[config.mk]
export PLATFORM = sky130hd
export DESIGN_NAME = repeat_cnt
export DESIGN_NICKNAME = d
export VERILOG_FILES = /design/src/rtl/repeat_cnt_pkg.sv /design/src/rtl/repeat_cnt_xfer.sv /design/src/rtl/repeat_cnt_reload.sv /design/src/rtl/repeat_cnt_down.sv /design/src/rtl/repeat_cnt_sticky.sv /design/src/rtl/repeat_cnt.sv
export SDC_FILE = /design/constraint.sdc
export NUM_CORES = 1
export LEC_CHECK = 0
export ABC_AREA = 1
export BUFFER_PORTS_ARGS = -buffer_cell sky130_fd_sc_hd__buf_2
export CELL_PAD_IN_SITES_DETAIL_PLACEMENT = 0
export CELL_PAD_IN_SITES_GLOBAL_PLACEMENT = 1
export CORE_ASPECT_RATIO = 1.2
export CORE_MARGIN = 10
export CORE_UTILIZATION = 35
export DETAILED_ROUTE_END_ITERATION = 8
export HOLD_SLACK_MARGIN = 0.12
export PLACE_DENSITY_LB_ADDON = 0.05
export SETUP_SLACK_MARGIN = 0.05
export SYNTH_ARGS = -nofsm -noshare
export SYNTH_HDL_FRONTEND = slang
export SYNTH_SLANG_ARGS = --single-unit
[constraint.sdc]
create_clock -name clk_i -period 1.4 [get_ports clk_i]
set_input_delay 0.07 -clock clk_i [delete_from_list [all_inputs] [get_ports clk_i]]
set_output_delay 0.07 -clock clk_i [all_outputs]
set_load 0.05 [all_outputs]
[src/rtl/repeat_cnt_pkg.sv]
package repeat_cnt_pkg;
  localparam int unsigned REP_W_DEF = 8;

  typedef struct packed {
    logic valid;
    logic [REP_W_DEF-1:0] value;
  } rep_xfer_t;
endpackage

[src/rtl/repeat_cnt_xfer.sv]
module repeat_cnt_xfer #(
  parameter int unsigned REP_W = 8
) (
  input  logic             clk_i,
  input  logic             rst_ni,
  input  logic             wr_i,
  input  logic [REP_W-1:0] wdata_i,
  output logic             xfer_v_o,
  output logic [REP_W-1:0] xfer_val_o
);
  // single stage standing in for the bus-to-counter crossing
  always_ff @(posedge clk_i or negedge rst_ni) begin
    if (!rst_ni) begin
      xfer_v_o   <= 1'b0;
      xfer_val_o <= '0;
    end else begin
      xfer_v_o <= wr_i;
      if (wr_i) xfer_val_o <= wdata_i;
    end
  end
endmodule

[src/rtl/repeat_cnt_reload.sv]
module repeat_cnt_reload #(
  parameter int unsigned REP_W = 8
) (
  input  logic             clk_i,
  input  logic             rst_ni,
  input  logic             preload_i,
  input  logic             xfer_v_i,
  input  logic [REP_W-1:0] xfer_val_i,
  input  logic             upd_i,
  output logic [REP_W-1:0] rld_active_o,
  output logic [REP_W-1:0] rld_next_o
);
  logic [REP_W-1:0] pend_q;
  logic             pend_v_q;

  // value used by an underflow: pending one if deferred, else active
  assign rld_next_o = (preload_i && pend_v_q) ? pend_q : rld_active_o;

  always_ff @(posedge clk_i or negedge rst_ni) begin
    if (!rst_ni) begin
      rld_active_o <= '0;
      pend_q       <= '0;
      pend_v_q     <= 1'b0;
    end else begin
      if (upd_i) rld_active_o <= rld_next_o;
      if (xfer_v_i) begin
        if (preload_i) begin
          pend_q   <= xfer_val_i;
          pend_v_q <= 1'b1;
        end else begin
          rld_active_o <= xfer_val_i;
          pend_v_q     <= 1'b0;
        end
      end else if (upd_i) begin
        pend_v_q <= 1'b0;
      end
    end
  end
endmodule

[src/rtl/repeat_cnt_down.sv]
module repeat_cnt_down #(
  parameter int unsigned REP_W = 8
) (
  input  logic             clk_i,
  input  logic             rst_ni,
  input  logic             load_i,
  input  logic             ovf_i,
  input  logic [REP_W-1:0] rld_active_i,
  input  logic [REP_W-1:0] rld_next_i,
  output logic             upd_o,
  output logic [REP_W-1:0] cnt_o,
  output logic             update_o
);
  assign upd_o = ovf_i && !load_i && (cnt_o == '0);

  always_ff @(posedge clk_i or negedge rst_ni) begin
    if (!rst_ni) begin
      cnt_o    <= '0;
      update_o <= 1'b0;
    end else begin
      update_o <= upd_o;
      if (load_i)     cnt_o <= rld_active_i;
      else if (upd_o) cnt_o <= rld_next_i;
      else if (ovf_i) cnt_o <= cnt_o - 1'b1;
    end
  end
endmodule

[src/rtl/repeat_cnt_sticky.sv]
module repeat_cnt_sticky (
  input  logic clk_i,
  input  logic rst_ni,
  input  logic set_i,
  input  logic clr_i,
  output logic flag_o
);
  always_ff @(posedge clk_i or negedge rst_ni) begin
    if (!rst_ni)     flag_o <= 1'b0;
    else if (set_i)  flag_o <= 1'b1;
    else if (clr_i)  flag_o <= 1'b0;
  end
endmodule

[src/rtl/repeat_cnt.sv]
module repeat_cnt
  import repeat_cnt_pkg::*;
#(
  parameter int unsigned REP_W = REP_W_DEF
) (
  input  logic             clk_i,
  input  logic             rst_ni,
  input  logic             preload_i,
  input  logic             start_i,
  input  logic             restart_i,
  input  logic             ovf_i,
  input  logic             rep_wr_i,
  input  logic [REP_W-1:0] rep_wdata_i,
  input  logic             ue_clr_i,
  input  logic             ue_ie_i,
  input  logic             repok_clr_i,
  output logic [REP_W-1:0] rep_cnt_o,
  output logic             update_o,
  output logic             ue_flag_o,
  output logic             irq_o,
  output logic             repok_o
);
  logic             xfer_v;
  logic [REP_W-1:0] xfer_val;
  logic [REP_W-1:0] rld_active, rld_next;
  logic             upd;
  logic             load;

  assign load = start_i || restart_i;

  repeat_cnt_xfer #(.REP_W(REP_W)) i_xfer (
    .clk_i, .rst_ni,
    .wr_i       (rep_wr_i),
    .wdata_i    (rep_wdata_i),
    .xfer_v_o   (xfer_v),
    .xfer_val_o (xfer_val)
  );

  repeat_cnt_reload #(.REP_W(REP_W)) i_reload (
    .clk_i, .rst_ni,
    .preload_i,
    .xfer_v_i     (xfer_v),
    .xfer_val_i   (xfer_val),
    .upd_i        (upd),
    .rld_active_o (rld_active),
    .rld_next_o   (rld_next)
  );

  repeat_cnt_down #(.REP_W(REP_W)) i_down (
    .clk_i, .rst_ni,
    .load_i       (load),
    .ovf_i,
    .rld_active_i (rld_active),
    .rld_next_i   (rld_next),
    .upd_o        (upd),
    .cnt_o        (rep_cnt_o),
    .update_o
  );

  repeat_cnt_sticky i_ue_flag (
    .clk_i, .rst_ni,
    .set_i  (upd),
    .clr_i  (ue_clr_i),
    .flag_o (ue_flag_o)
  );

  repeat_cnt_sticky i_repok_flag (
    .clk_i, .rst_ni,
    .set_i  (xfer_v),
    .clr_i  (repok_clr_i),
    .flag_o (repok_o)
  );

  assign irq_o = ue_flag_o && ue_ie_i;
endmodule

==> results by group <==
Status
  • Outcome: finished, final reports clean

Clock tree
  • Clk buf depth: 2
  • Sinks on Clock Net: 37
  • CTS tree: built
  • Worst-path clk slew: roughly 0.080 ns
  • Clock Latency Late Sink: around 0.29 ns
  • Cts bufs inserted: 5
  • H-tree Lvls: 2
  • Root Driver: clkbuf_8

Routing
  • WL final: 5000 um
  • Initial detailed-routing violation count: 54
  • Via density: 4.67
  • Wirelength per Cell: about 13 um
  • Vias post-DR: 1747
  • # DRC: 0
  • Final antenna-violating net count: 0
  • DRT Pass-1 Iters: 4

Floorplan
  • Core Area: around 5300 um2
  • Die area: 8920 um2
  • # IOs: 30
  • Num rows: 29
  • Die W: 87.9 um
  • Die H: just over 100 um
  • Initial Util: 36.3%

Synthesis
  • Average size of a mapped cell: 7.63 um2
  • Seq cells post-synth: 37
  • Synth top cells by count: nand2_1 (80), dfrtp_1 (37), inv_1 (30)
  • Most frequent cell after synthesis: nand2_1
  • Yosys top cell area share: a little under half
  • Cells after Synth: 254
  • Post-synth ARST share: 100%
  • Ys Warns: 0
  • Synth Net Count: 274
  • Post-synthesis cell area: 1940 um2
  • Yosys cell types: 23
  • Ranking of synthesized cells by area: dfrtp_1 (48%), nand2_1 (16%), inv_1 (5.8%)
  • Post-synth top flop: dfrtp_1
  • Seq/Total Area, Yosys: between 40% and 50%
  • Number of synthesized flops with an enable pin: 0
  • Dominant cell type by area after synthesis: dfrtp_1

Power and ir drop
  • Clk pwr share: a little under a third
  • Peak supply drop: roughly 0.64 mV
  • Combinational power share: 27.1%
  • Reg power frac: around two fifths
  • Switching part of the total: 33.6%
  • Internal power: 2.11 mW
  • Cell leakage power: 1.38 nW
  • Psw: ~1.1 mW
  • P per Cell Area: ~1200 nW/um2

GRT
  • Largest net degree at the start of global routing: 25
  • GRT Util Overall: 11.8%
  • Vias in the first global route: ~1.8k
  • Total grt overflow: 0
  • Initial antenna violation count: 0
  • First-pass GRT wire length: between 8000 and 9000 um

Place
  • Detailed placer's ending HPWL: 3670 um
  • Final Wtd Congestion: 0.753
  • Number of I/O port buffers: 29
  • Post-Place Cells: 351

Worst setup path
  • CP endpoint kind: flip-flop
  • Slowest-stage cell, CP: dfrtp_2
  • Setup crit start kind: flip-flop
  • Crit Path Category: reg -> reg
  • Cells along the critical path: nor2_4, nand2_4, nor2_8, nand2_8, clkinv_4, nand2_1, o21ai_1, nand2_1, nand2_1
  • Number of buffers and inverters on the critical path: 1
  • Worst path top cell family by delay: simple AND/OR/NAND/NOR gates
  • Cell mode on critical path: nand2_1
  • CP peak stage delay: approximately 0.46 ns
  • CP max FO: 9
  • CP required: about 1.6 ns
  • CP arrival: between 1.5 and 2 ns

Cells and area
  • Final non-filler cell total: 374
  • Synth-to-Final Area Change: 35.6%
  • Antenna Cells: 0
  • Final net count: 331
  • Fill cells: 537
  • Multi-input gate area: 942 um2
  • Core Util, Final: 49.2%
  • Layout cells sized above 1: 31.4%
  • Register area: 933 um2

STA
  • Min Tclk post-route: 1.35 ns
  • Fmax: 0.742 GHz
  • Unrepaired setup endpoints after global routing: yes
  • Skew final: 0.00525 ns
  • Fin. Hold Viols: 0
  • Setup violators final: 0
  • Period utilization: a little over nine tenths
  • Measured slew at the worst slew-check pin: 0.468 ns
  • Slew Viols, Final: 0
  • Slew headroom: 68.7%

Flow run
  • Max Cap Viol: 0

Worst hold path
  • Hold Path Class: in -> reg
==> stage by stage <==
step           TNS, ns  area (um2)  hold WS, ns  power, mW  setup WS [ns]
3_5_place_dp   -0.0697        2270      0.00687       2.15        -0.0268
6_report             0        2630        0.219       3.17         0.0531
4_1_cts              0        2540        0.217       3.18         0.0401
5_1_grt         -0.227        2630        0.262       3.38        -0.0488
2_1_floorplan   -0.400        1970       -0.226       1.87        -0.0586
3_3_place_gp   -0.0257        2270       0.0103       2.14        -0.0180
==> final timing paths <==
kind / startpoint / slack [ns] / cells after the start / endpoint
max: i_down.cnt_o[2] / 0.05 / 9 / i_down.cnt_o[1]
min: start_i / 0.22 / 5 / i_down.cnt_o[4]
max reg2reg: i_down.cnt_o[2] / 0.05 / 9 / i_down.cnt_o[1]
min reg2reg: i_reload.pend_q[1] / 0.49 / 2 / i_reload.pend_q[1]
max in group asynchronous: rst_ni / 0.71 / 3 / i_down.cnt_o[0]
min in group asynchronous: rst_ni / 0.23 / 2 / i_reload.pend_v_q
==> worst min-delay path, cell delays in order <==
cell and delay, ns:
buf_2 0.08, nor2_2 0.04, inv_2 0.14, nand2_1 0.07, nand3_1 0.08
==> kinds of logic (layout without fill, tap and decap cells) <==
group / after synthesis / after routing / share of synthesized area (%)
AND/OR/NAND/NOR: 128 / 129 / 29.7
buffers and inverters: 45 / 102 / 9.37
AO/OA/AOI/OAI: 40 / 40 / 10.9
flip-flops: 37 / 37 / 47.8
adder cells (fa/ha/maj): 2 / 2 / 1.29
XOR/XNOR: 2 / 2 / 0.905
==> flip-flops by register name, summed over array words and instances, names as in the netlist <==
name / flops
i_reload.rld_active_o: 8
i_reload.pend_v_q: 1
i_reload.pend_q: 8
i_xfer.xfer_v_o: 1
i_xfer.xfer_val_o: 8
i_down.cnt_o: 8
i_repok_flag.flag_o: 1
i_ue_flag.flag_o: 1
i_down.update_o: 1
==> power groups by stage <==
stage / clock network (mW) / registers, mW / logic [mW]
after floorplan: 0 / 1.47 / 0.398
after global placement: 0 / 1.34 / 0.802
after detailed placement: 0 / 1.34 / 0.802
after CTS: 1.02 / 1.32 / 0.837
after global routing: 1.06 / 1.34 / 0.977
final: 0.987 / 1.32 / 0.860
==> cell type report <==
| type | count | area share, % |
|---|---|---|
| sequential | 37 | 35.5 |
| timing repair buffer | 56 | 15.2 |
| inverter | 38 | 5.91 |
| multi-input combinational | 173 | 35.9 |
| tap | 62 | 2.95 |
| clock inverter | 2 | 1.43 |
| clock buffer | 6 | 3.14 |
==> layer usage <==
layer | vias to the layer above | track usage [%] | wire length (um)
li1 | 916 | - | -
met1 | 779 | 14.1 | 2220
met2 | 44 | 19.5 | 2410
met3 | 8 | 3.13 | 299
met4 | 0 | 4.55 | 66
met5 | - | 0 | 0
==> cell usage in the layout, fill, tap and decap left out, types with 2 or more instances in the layout <==
cell type / count
dfrtp_1: 31
o21ai_1: 9
buf_4: 12
clkbuf_8: 6
inv_2: 7
buf_6: 2
buf_2: 29
nand3_2: 9
nand3_4: 2
a21oi_1: 4
xor2_1: 2
nand2_2: 4
nand4_1: 2
nor2_1: 9
o21ai_0: 22
dfrtp_2: 6
nand2_4: 2
nand3_1: 14
dlygate4sd3_1: 12
a21oi_2: 2
nor2_2: 3
nand2_1: 80
inv_1: 28
o21ai_2: 3
==> timing repair <==
action,CTS,global route
resized for setup,5,15
buffers inserted,1,1
pin swaps,1,4
hold buffers,12,0
endpoints found under the hold margin,48,0
setup endpoints to repair,11,16
cloned,0,1
Power figures use the tool's default switching activity.
